$ cat config.mk
export PLATFORM = sky130hd
export DESIGN_NAME = burst_addr_seq
export DESIGN_NICKNAME = d
export VERILOG_FILES = /design/src/rtl/burst_pkg.sv /design/src/rtl/burst_step_ctr.sv /design/src/rtl/burst_offset_map.sv /design/src/rtl/burst_addr_seq.sv
export SDC_FILE = /design/constraint.sdc
export NUM_CORES = 1
export LEC_CHECK = 0
export ABC_AREA = 1
export ABC_CLOCK_PERIOD_IN_PS = 1200
export BUFFER_PORTS_ARGS = -buffer_cell sky130_fd_sc_hd__clkbuf_2
export CAP_MARGIN = 20
export CORE_ASPECT_RATIO = 1.4
export CORE_MARGIN = 3
export CORE_UTILIZATION = 33
export CTS_BUF_LIST = sky130_fd_sc_hd__clkbuf_8 sky130_fd_sc_hd__clkbuf_16
export DETAILED_ROUTE_END_ITERATION = 7
export GPL_TIMING_DRIVEN = 0
export SLEW_MARGIN = 10
export SYNTH_ARGS = -nofsm -noshare
export SYNTH_HDL_FRONTEND = slang
export SYNTH_SLANG_ARGS = --single-unit
$ cat constraint.sdc
create_clock -name clk -period 1.2 [get_ports clk]
set_clock_uncertainty 0.1 [all_clocks]
set_input_delay 0.24 -clock clk [delete_from_list [all_inputs] [get_ports clk]]
set_output_delay 0.24 -clock clk [all_outputs]
set_load 0.005 [all_outputs]
$ cat src/rtl/burst_pkg.sv
package burst_pkg;
  typedef enum logic {
    ORD_LINEAR     = 1'b0,
    ORD_INTERLEAVE = 1'b1
  } burst_order_e;
endpackage

$ cat src/rtl/burst_step_ctr.sv
module burst_step_ctr #(
  parameter int BURST_W = 2
) (
  input  logic               clk,
  input  logic               rst,
  input  logic               en,
  input  logic               clear,
  output logic [BURST_W-1:0] step_q,
  output logic [BURST_W-1:0] step_nxt
);
  // next position in the burst; the natural overflow of the counter is the wrap
  assign step_nxt = step_q + BURST_W'(1);

  always_ff @(posedge clk) begin
    if (rst) begin
      step_q <= '0;
    end else if (en) begin
      if (clear) step_q <= '0;
      else       step_q <= step_nxt;
    end
  end
endmodule

$ cat src/rtl/burst_offset_map.sv
module burst_offset_map
  import burst_pkg::*;
#(
  parameter int BURST_W = 2
) (
  input  logic [BURST_W-1:0] base,
  input  logic [BURST_W-1:0] step,
  input  burst_order_e       order,
  output logic [BURST_W-1:0] offset
);
  logic [BURST_W-1:0] lin_off;
  logic [BURST_W-1:0] il_off;

  assign lin_off = base + step;

  genvar b;
  generate
    for (b = 0; b < BURST_W; b++) begin : g_il_bit
      assign il_off[b] = base[b] ^ step[b];
    end
  endgenerate

  always_comb begin
    unique case (order)
      ORD_INTERLEAVE: offset = il_off;
      default:        offset = lin_off;
    endcase
  end
endmodule

$ cat src/rtl/burst_addr_seq.sv
module burst_addr_seq
  import burst_pkg::*;
#(
  parameter int ADDR_W  = 20,
  parameter int BURST_W = 2
) (
  input  logic              clk,
  input  logic              rst,
  input  logic              stall,
  input  logic              adv,
  input  logic              order_il,
  input  logic [ADDR_W-1:0] ext_addr,
  output logic [ADDR_W-1:0] word_addr
);
  localparam int UPPER_W = ADDR_W - BURST_W;

  logic               take;
  logic               do_load;
  logic               do_adv;
  logic [BURST_W-1:0] base_q;
  burst_order_e       mode_q;
  logic [BURST_W-1:0] step_q;
  logic [BURST_W-1:0] step_nxt;
  logic [BURST_W-1:0] adv_off;
  logic [ADDR_W-1:0]  addr_q;

  assign take    = !stall;
  assign do_load = take && !adv;
  assign do_adv  = take && adv;

  burst_step_ctr #(.BURST_W(BURST_W)) u_step (
    .clk      (clk),
    .rst      (rst),
    .en       (take),
    .clear    (do_load),
    .step_q   (step_q),
    .step_nxt (step_nxt)
  );

  burst_offset_map #(.BURST_W(BURST_W)) u_map (
    .base   (base_q),
    .step   (step_nxt),
    .order  (mode_q),
    .offset (adv_off)
  );

  always_ff @(posedge clk) begin
    if (rst) begin
      base_q <= '0;
      mode_q <= ORD_LINEAR;
      addr_q <= '0;
    end else if (do_load) begin
      base_q <= ext_addr[BURST_W-1:0];
      mode_q <= burst_order_e'(order_il);
      addr_q <= ext_addr;
    end else if (do_adv) begin
      addr_q <= {addr_q[ADDR_W-1 -: UPPER_W], adv_off};
    end
  end

  assign word_addr = addr_q;
endmodule

# Word level (Yosys, flattened, before mapping)
# Cells that the tools add are included.
[word_totals]
regBits = 25
in_bits = 25
output_inout_bits = 20
elab_cells = 18
[classes]
n_addsub = 2
mux = 4
bitwise_logic = 2
n_reduce_logical = 5
[op_table]
columns = ["cell", "n"]
rows = [
  ["2-to-1 mux 20 bit", 1],
  ["2-to-1 mux 2 bit", 3],
  ["adder 2 x 1 -> 2 bit, second input constant", 1],
  ["adder 2 bit", 1],
  ["logical AND 1 bit", 2],
  ["logical NOT 1 bit", 2],
  ["nonzero test 2 bit", 1],
  ["bitwise XOR 1 bit", 2],
]

# Depth between registers and ports, before layout
# Gate-level depths: netlist of run 1.
[logic_depth]
ltp_word = 5
mapped_depth = 9
depth_no_buf = 9

# Modules after synthesis
# From an unflattened synthesis of run 1, not the netlist that was laid out.
[hier_totals]
cells_unflattened = 136
hier_area_um2 = 1031.0
[modules_own_cells]
columns = ["mod", "n_inst", "cells_per_inst", "area_per_inst_um2", "seq_area_each_um2"]
rows = [
  ["burst_addr_seq", 1, 106, 848.3, 460.4],
  ["burst_step_ctr", 1, 15, 115.1, 40.0],
  ["burst_offset_map", 1, 15, 67.6, 0.0],
]

# Worst setup path before layout of run 1
# Ideal clock, no wire load.
[synth_path]
path_type = "register -> register"
start = "register u_step.step_q[0]"
end = "register addr_q[1] (netlist: word_addr[1])"
setup_time_ns = 0.110
arrival_time_ns = 0.936
t_required_ns = 0.990
path_slack_ns = 0.054
path_stages_with_launch = 10
n_path_buf = 0
period_less_slack_ns = 1.146
path_cell_list = "dfxtp_1 inv_1 ha_1 nand2_1 nand2_1 nand2_1 nand2_1 nand3_1 nand2_1 inv_1"
[synth_via]
elab_chain_cells = 5
elab_cells_between_ends = 6
classes_between = "2 x add/sub; 3 x mux; 1 x bitwise"
[synth_rtl]
columns = ["item", "line", "rtl"]
rows = [
  ["from (decl)", "burst_step_ctr.sv:8", "output logic [BURST_W-1:0] step_q,"],
  ["from (signal assigned)", "burst_step_ctr.sv:19", "else step_q <= step_nxt;"],
  ["adder 2 x 1 -> 2 bit (*)", "burst_step_ctr.sv:12", "assign step_nxt = step_q + BURST_W'(1);"],
  ["adder 2 bit or bitwise XOR 1 bit (tied branches)", "burst_offset_map.sv:14, burst_offset_map.sv:19", ""],
  ["2-to-1 mux 2 bit (*)", "burst_offset_map.sv:24", "unique case (order)"],
  ["2-to-1 mux 2 bit (*)", "burst_addr_seq.sv:56", "end else if (do_adv) begin"],
  ["2-to-1 mux 20 bit (*)", "burst_addr_seq.sv:52", "end else if (do_load) begin"],
  ["to (signal assigned)", "burst_addr_seq.sv:55", "addr_q <= ext_addr;"],
  ["to (signal assigned)", "burst_addr_seq.sv:57", "addr_q <= {addr_q[ADDR_W-1 -: UPPER_W], adv_off};"],
  ["to (decl)", "burst_addr_seq.sv:25", "logic [ADDR_W-1:0] addr_q;"],
]
# Every way passes the cells marked *; elsewhere a longest branch is shown, timed or not. The select of a mux whose other input is x is not followed.
# A chain may end at the register's enable or synchronous reset.

# Worst setup path in the final report of run 1
# Ends and elaborated chain as after synthesis.

==> out/qor.yml, run 1 <==
status: "completed"
vias: 976
tns_ns: 0
drc: 0
die-area_um2: 3790
drtIter0Drc: 16
fin_ws_ns: 0.0606
finalPower_mw: 1.64
wire_per_inst_um: 10.7
synth-seq-area-share_pct: 49.3
reg2reg_from: "u_step.step_q[0]$_SDFFE_PP0N_"
grt_pass1_vias: 943
io_buffer_count: 44
hold_viol_final: 0
initial_core_util_pct: 34.9
firstDrtPassIters: 4
p_comb_share_pct: 15.2
routed_via_density: 4.46
cts_tree: "done"
clkPwrFrac_pct: 29.2
grt_max_degree: 14
crit_arrival_ns: 1.21
critPathLaunchType: "flip-flop"
nets: 209
finalInstanceArea_um2: 1360
power_density_nw_per_um2: 1210
clk_pin_slew_ns: 0.08
clock_latency_ns: 0.26
leakage_nw: 0.698
cp.depth: 9
wl_um: 2350
crit_chain: "inv_4, ha_4, nand2_2, nand2_1, nand2_1, nand2_1, nand3_1, nand2_1, inv_1"
crit_buf_inv: 2
ctsHoldBuffers: 0
holdCritStartpoint: "ext_addr[14]"
critPathTopFamily: "flip-flops"
max_freq_ghz: 0.878
drive_gt1_share_pct: 33.5
clock-root-buffer: "clkbuf_8"
antenna_found_initial: 0
peakVddDrop_mv: 0.612
clock_sinks: 25
worst_hold_slack_ns: 0.0953
syn_nets: 159
htreeDepth: 1
critPathMaxFanout: 4
synth.top_cell.area_share_pct: 49.3
yosysWarnings: 0
synth_area_um2: 1010
worstHoldPathCells: 3
coreArea_um2: 2910
p_sw_share_pct: 24.9
cts_buffer_depth: 2
p_int_mw: 1.23
whs_endpoint: "word_addr[14]$_SDFFE_PP0P_"
r2r_cells: 9
drv_cap: 0
place_area_um2: 1280
slowest_stage: "dfxtp_4"
syn-instance-count: 133
ys_seq_elements: 25
ios: 45
area_growth_pct: 33.5
slew-limit-headroom_pct: 74.3
crit_top_cell: "nand2_1"
grt_pass1_wl_um: 3960
num_rows: 23
grt-ovfl-total: 0
r2r_slack_ns: 0.06
place_ws_ns: -0.0491
hpwlAfterDp_um: 1770
die_width_um: 52.9
gp_congestion: 0.712
r2r-end: "word_addr[1]$_SDFFE_PP0P_"
grt_usage_pct: 13.8
worst_setup_path_end_kind: "flip-flop"
synth_top_area_cell: "dfxtp_1"
cts_buffers: 3
yosys.cell_types.count: 17
p_sw_uw: 408
setup_violations: 0
finalCriticalPeriod_ns: 1.14
crit_type: "reg -> reg"
antenna_cells: 0
synthTopCellsByArea: "dfxtp_1 (49%), nor2_1 (14%), o21ai_0 (9.9%)"
ant_nets: 0
tightest_slew_ns: 0.386
die_y_um: 71.6
max_stage_delay_ns: 0.36
rsz0062_at_grt: "yes"
worstPathRequired_ns: 1.27
hold_path.class: "in -> reg"
finalCritPeriodShare_pct: 94.9
syn_area_per_cell_um2: 7.63
finalMaxSlewViolations: 0
pwr-share-seq_pct: 55.5
==> metrics by stage <==
step | std cells | util [%]
floorplan | 133 | -
global placement | 214 | 44.1
detailed placement | 214 | 44.1
CTS | 218 | 46.1
global route | 219 | 46.6
finish | 219 | 46.6
==> registers in the layout, indices dropped and copies added (netlist names) <==
signal,cells
base_q,2
mode_q,1
u_step.step_q,2
word_addr,20
==> kinds of logic (layout without fill, tap and decap cells) <==
| logic type | after synthesis | after routing | synth area share [%] |
|---|---|---|---|
| flops | 25 | 25 | 49.3 |
| fa+ha+maj | 1 | 1 | 1.23 |
| compound gates | 26 | 26 | 13.1 |
| buf+inv | 15 | 64 | 9.12 |
| simple gates | 66 | 66 | 27.3 |
==> Yosys cell counts (all sizes together) <==
cell     n
nand2   21
nand3    5
buf      4
dfxtp   25
a22oi    1
clkbuf   2
a21oi    5
o21ai   20
inv      9
ha       1
nor2    40
==> repair_timing <==
item                                    4_1_cts  5_1_grt
endpoints found under the setup margin        1        1
pin swaps                                     0        1
gates resized for setup                       4        3
setup buffers                                 0        1
==> final cells by class <==
type | count | area (um2)
fillers | 292 | 1550
flip-flops and latches | 25 | 504
multi-input cells | 93 | 437
inverters | 9 | 38.8
plain buffers | 6 | 56.3
repair buffers | 45 | 228
well taps | 37 | 46.3
clock buffers | 3 | 41.3
clock inverters | 1 | 3.75
==> how the worst max path moves through the flow <==
stage,start,end
CTS,u_step.step_q[0]$_SDFFE_PP0N_,word_addr[1]$_SDFFE_PP0P_
floorplan,u_step.step_q[0]$_SDFFE_PP0N_,word_addr[1]$_SDFFE_PP0P_
detailed placement,u_step.step_q[0]$_SDFFE_PP0N_,word_addr[1]$_SDFFE_PP0P_
finish,u_step.step_q[0]$_SDFFE_PP0N_,word_addr[1]$_SDFFE_PP0P_
global route,u_step.step_q[0]$_SDFFE_PP0N_,word_addr[1]$_SDFFE_PP0P_
global placement,u_step.step_q[0]$_SDFFE_PP0N_,word_addr[1]$_SDFFE_PP0P_
==> metal layers <==
metal  routed length, um  vias to the layer above  GRT usage (%)
met5                   0                        -              0
met4                  25                        0           6.53
met3                  99                        4           1.87
met2                1160                       22           22.1
met1                1070                      427           17.9
li1                    -                      523              -
==> power groups by stage <==
stage	sequential, mW	clock [mW]	combinational (mW)
after floorplan	0.930	0	0.124
after global placement	0.926	0	0.239
after detailed placement	0.928	0	0.244
after CTS	0.911	0.494	0.248
after global routing	0.918	0.531	0.286
final	0.910	0.480	0.250
==> layout by cell type (no fill, tap or decap), drive strengths merged, types with 5 or more instances in the layout <==
master,count
inv,10
nor2,40
buf,5
o21ai,20
dfxtp,25
clkbuf,49
nand3,5
a21oi,5
nand2,21
==> worst register-to-register path, delay by kind of cell, from the launching register on <==
kind          cells  cell delay [ns]
flops             1             0.36
simple gates      6             0.34
fa+ha+maj         1             0.14
buf+inv           2             0.11
No activity file was read; power rests on OpenSTA's default activity.
==> run 2, diff against run 1 <==
- CORE_UTILIZATION: 33 -> 45
- PLACE_DENSITY: default -> 0.77
==> out/qor.yml, run 2 (synthesis results as in run 1) <==
startpoint: "u_step.step_q[0]$_SDFFE_PP0N_"
register_area_um2: 503
wl_um: 2310
io_buffer_count: 44
wire_per_inst_um: 11.3
r2r_slack_ns: 0.04
die-area_um2: 2870
pwr-share-seq_pct: 55.2
crit_chain: "inv_4, ha_4, nand2_4, nand2_2, nand2_2, nand2_2, nand3_2, nand2_1, inv_1"
leakage_nw: 0.711
grt_max_degree: 15
vias: 992
layout_common_cells: "clkbuf_2 (44), nor2_1 (39), dfxtp_1 (23)"
hpwlAfterDp_um: 1750
gp_congestion: 0.752
multi_input_area_um2: 454
clkPwrFrac_pct: 28.9
cts_buffers: 3
hold_path.class: "in -> reg"
fill_cells: 188
status: "completed"
ant_nets: 0
p_sw_uw: 407
antenna_found_initial: 0
tightest_slew_ns: 0.379
crit_arrival_ns: 1.22
htreeDepth: 1
die_y_um: 62.2
rsz0062_at_grt: "yes"
finalMaxSlewViolations: 0
drive_gt1_share_pct: 37.2
firstDrtPassIters: 4
antenna_cells: 0
clock-root-buffer: "clkbuf_8"
p_int_mw: 1.24
worst_setup_path_end_kind: "flip-flop"
slew-limit-headroom_pct: 74.7
worstPathRequired_ns: 1.27
finalPower_mw: 1.65
nets: 210
place_area_um2: 1260
reg2reg_from: "u_step.step_q[0]$_SDFFE_PP0N_"
setup_violations: 0
p_comb_share_pct: 15.8
grt_pass1_vias: 926
grt-ovfl-total: 0
clk_pin_slew_ns: 0.08
grt_use_met2_pct: 30.2
hold_viol_final: 0
grt_usage_pct: 17.5
ctsHoldBuffers: 0
finalCriticalPeriod_ns: 1.16
coreArea_um2: 2040
crit_type: "reg -> reg"
worst_hold_slack_ns: 0.0851
power_density_nw_per_um2: 1210
die_width_um: 46.1
initial_core_util_pct: 49.6
clock_latency_ns: 0.26
max_freq_ghz: 0.866
drtIter0Drc: 21
globalRouteMet3Util_pct: 3.18
routed_via_density: 4.86
crit_top_cell: "nand2_2"
critPathLaunchType: "flip-flop"
peakVddDrop_mv: 1.06
final_common_cell: "clkbuf_2"
holdCritStartpoint: "rst"
area_growth_pct: 34.0
slowest_stage: "dfxtp_2"
finalInstanceArea_um2: 1360
drv_cap: 0
cts_tree: "done"
grt_busiest_layer: "met2"
grt_pass1_wl_um: 3880
largest_reg_flops: 20
ios: 45
max_stage_delay_ns: 0.34
clock_sinks: 25
grt_use_met1_pct: 20.1
cts_buffer_depth: 2
num_rows: 19
p_sw_share_pct: 24.7
finalCritPeriodShare_pct: 96.3
critPathMaxFanout: 4
drc: 0
## run 2: area by class of cell
class                      count  area share, %
timing repair buffer          46           17.3
sequential                    25           37.0
tap                           21           1.93
clock inverter                 1          0.368
multi-input combinational     93           33.4
clock buffer                   3           3.04
buffer                         6           4.14
inverter                       9           2.85
## run 2: worst max-delay path: cells and delay by family, from the launching register on
| family | cells | cell delay (ns) |
|---|---|---|
| adders and majority gates | 1 | 0.15 |
| buffers and inverters | 2 | 0.11 |
| DFF | 1 | 0.34 |
| and+or+nand+nor | 6 | 0.37 |
## run 2: timing repair
item                       CTS  global route
pin swaps                    0             4
resized for setup            3             9
setup buffers                0             2
cloned                       0             0
setup endpoints to repair    1             1
## run 2: per-stage QoR
| step | setup TNS [ns] | utilization (%) | cells | setup slack [ns] |
|---|---|---|---|---|
| detailed placement | -0.151 | 61.7 | 198 | -0.0774 |
| finish | 0 | 66.5 | 204 | 0.0448 |
| global placement | -0.0182 | 61.7 | 198 | -0.0182 |
| CTS | 0 | 64.6 | 202 | 0.00599 |
| floorplan | 0 | - | 133 | 0.0541 |
| global route | -0.0243 | 66.5 | 204 | -0.0243 |
## run 2: power by group through the flow
| stage | sequential [mW] | combinational, mW | clock [mW] |
|---|---|---|---|
| 6_report | 0.910 | 0.261 | 0.477 |
| 5_1_grt | 0.918 | 0.297 | 0.528 |
| 4_1_cts | 0.910 | 0.248 | 0.498 |
| 3_5_place_dp | 0.928 | 0.244 | 0 |
| 3_3_place_gp | 0.926 | 0.236 | 0 |
| 2_1_floorplan | 0.930 | 0.124 | 0 |
## run 2: per-layer routing
layer,vias to the layer above,share of wire [%]
li1,522,-
met1,443,41
met2,23,53
met3,4,3.8
met4,0,1.6
met5,-,0
## run 2: worst paths after layout
| path | to | cells past startpoint |
|---|---|---|
| max reg2reg | word_addr[1]$_SDFFE_PP0P_ | 9 |
| max | word_addr[1]$_SDFFE_PP0P_ | 9 |
| min reg2reg | base_q[0]$_SDFFE_PP0P_ | 2 |
| min | base_q[0]$_SDFFE_PP0P_ | 2 |
==> run 3, diff against run 2 <==
- BUFFER_PORTS_ARGS: -buffer_cell sky130_fd_sc_hd__clkbuf_2 -> default
- DONT_BUFFER_PORTS: default -> 1
- GPL_ROUTABILITY_DRIVEN: default -> 0
- PLACE_DENSITY: 0.77 -> default
==> out/qor.yml, run 3 (synthesis results as in run 1) <==
status: "completed"
drc: 0
ant_nets: 0
grt_pass1_vias: 828
antenna_cells: 0
finalCoreUtilization_pct: 55.8
ios: 45
area_growth_pct: 12.5
firstDrtPassIters: 4
clock_latency_ns: 0.26
cts_tree: "done"
vias: 841
finalInstanceArea_um2: 1140
die_y_um: 62.2
layout_common_cells: "nor2_1 (38), dfxtp_1 (23), o21ai_0 (20)"
r2r_slack_ns: 0.05
crit_arrival_ns: 1.26
power_density_nw_per_um2: 1370
critPathLaunchType: "flip-flop"
cts_buffers: 3
setup_violations: 0
die-area_um2: 2870
final_common_cell: "nor2_1"
leakage_nw: 0.522
worst_setup_path_end_kind: "flip-flop"
clock-root-buffer: "clkbuf_8"
drv_cap: 0
stdcell_count: 162
register_area_um2: 503
nets: 168
rsz0062_at_grt: "yes"
grt_max_degree: 14
grt_usage_pct: 15.6
largest_reg_flops: 20
drtIter0Drc: 14
hpwlAfterDp_um: 1570
placed_cells: 154
clock_sinks: 25
num_rows: 19
wl_um: 2190
drive_gt1_share_pct: 14.9
cts_buffer_depth: 2
tightest_slew_ns: 0.384
crit_type: "reg -> reg"
fill_cells: 208
grt-ovfl-total: 0
hold_viol_final: 0
clk_pin_slew_ns: 0.08
finalCritPeriodShare_pct: 96.2
wire_per_inst_um: 13.5
antenna_found_initial: 0
die_width_um: 46.1
max_freq_ghz: 0.866
worstPathRequired_ns: 1.31
coreArea_um2: 2040
io_buffer_count: 0
place_area_um2: 1040
initial_core_util_pct: 49.6
critPathMaxFanout: 3
htreeDepth: 1
slew-limit-headroom_pct: 74.4
grt_pass1_wl_um: 3500
routed_via_density: 5.19
hold_path.class: "in -> reg"
finalMaxSlewViolations: 0
finalCriticalPeriod_ns: 1.15
multi_input_area_um2: 439
peakVddDrop_mv: 0.805
-- run 3: cell types whose count changed in the layout (fill, tap and decap cells not counted), sizes merged --
cell	delta
buf	+1
clkbuf	-44
clkinv	-1
dlygate4sd3	+1
inv	+1
-- run 3: path summary, 6_finish.rpt --
path | from | end | cells after the start
setup reg to reg | u_step.step_q[0]$_SDFFE_PP0N_ | word_addr[1]$_SDFFE_PP0P_ | 9
hold reg to reg | base_q[0]$_SDFFE_PP0P_ | base_q[0]$_SDFFE_PP0P_ | 2
hold / removal | ext_addr[8] | word_addr[8]$_SDFFE_PP0P_ | 2
setup / recovery | u_step.step_q[0]$_SDFFE_PP0N_ | word_addr[1]$_SDFFE_PP0P_ | 9
-- run 3: timing repair --
item	4_1_cts	5_1_grt
endpoints found under the setup margin	1	1
endpoints found under the hold margin	3	0
resized for setup	3	5
hold buffers	1	0
pin swaps	0	3
buffers inserted	0	3
-- run 3: routing by layer --
metal / part of all wire [%] / global-route usage, %
met5: 0 / 0
met3: 8.0 / 4.34
met1: 41 / 20.2
met2: 50 / 23.4
met4: 0.73 / 6.41
-- run 3: layout make-up --
cell class / count / share of cell area, %
flip-flops and latches: 25 / 44.1
multi-input cells: 93 / 38.5
plain buffers: 6 / 4.93
clock buffers: 3 / 3.62
inverters: 9 / 3.40
repair buffers: 4 / 2.85
well taps: 21 / 2.30
clock inverters: 1 / 0.329
-- run 3: through the flow --
step | setup TNS, ns | hold WS [ns] | worst slack, ns | power (mW)
CTS | 0 | 0.00460 | 0.0221 | 1.57
detailed placement | -0.0643 | 0.214 | -0.0643 | 1.09
floorplan | 0 | 0.209 | 0.0541 | 1.05
finish | 0 | 0.0119 | 0.0455 | 1.56
global placement | -0.0169 | 0.212 | -0.0169 | 1.08
global route | -0.00671 | 0.00949 | -0.00671 | 1.65
-- run 3: report_power, final --
part | switching, mW | internal, mW | total, mW | leakage, nW
Combinational | 0.0950 | 0.0744 | 0.169 | 0.288
Sequential | 0.0384 | 0.884 | 0.922 | 0.207
Clock | 0.241 | 0.228 | 0.469 | 0.0269
Total | 0.374 | 1.19 | 1.56 | 0.522
-- run 3: critical path: stages (launching register included) --
cell and delay (ns):
dfxtp_2 0.35, inv_4 0.05, buf_4 0.13, nand2_1 0.05, nand2_1 0.05, nor2_2 0.12
nand2_1 0.06, nand3_1 0.08, nand2_1 0.05, inv_1 0.06
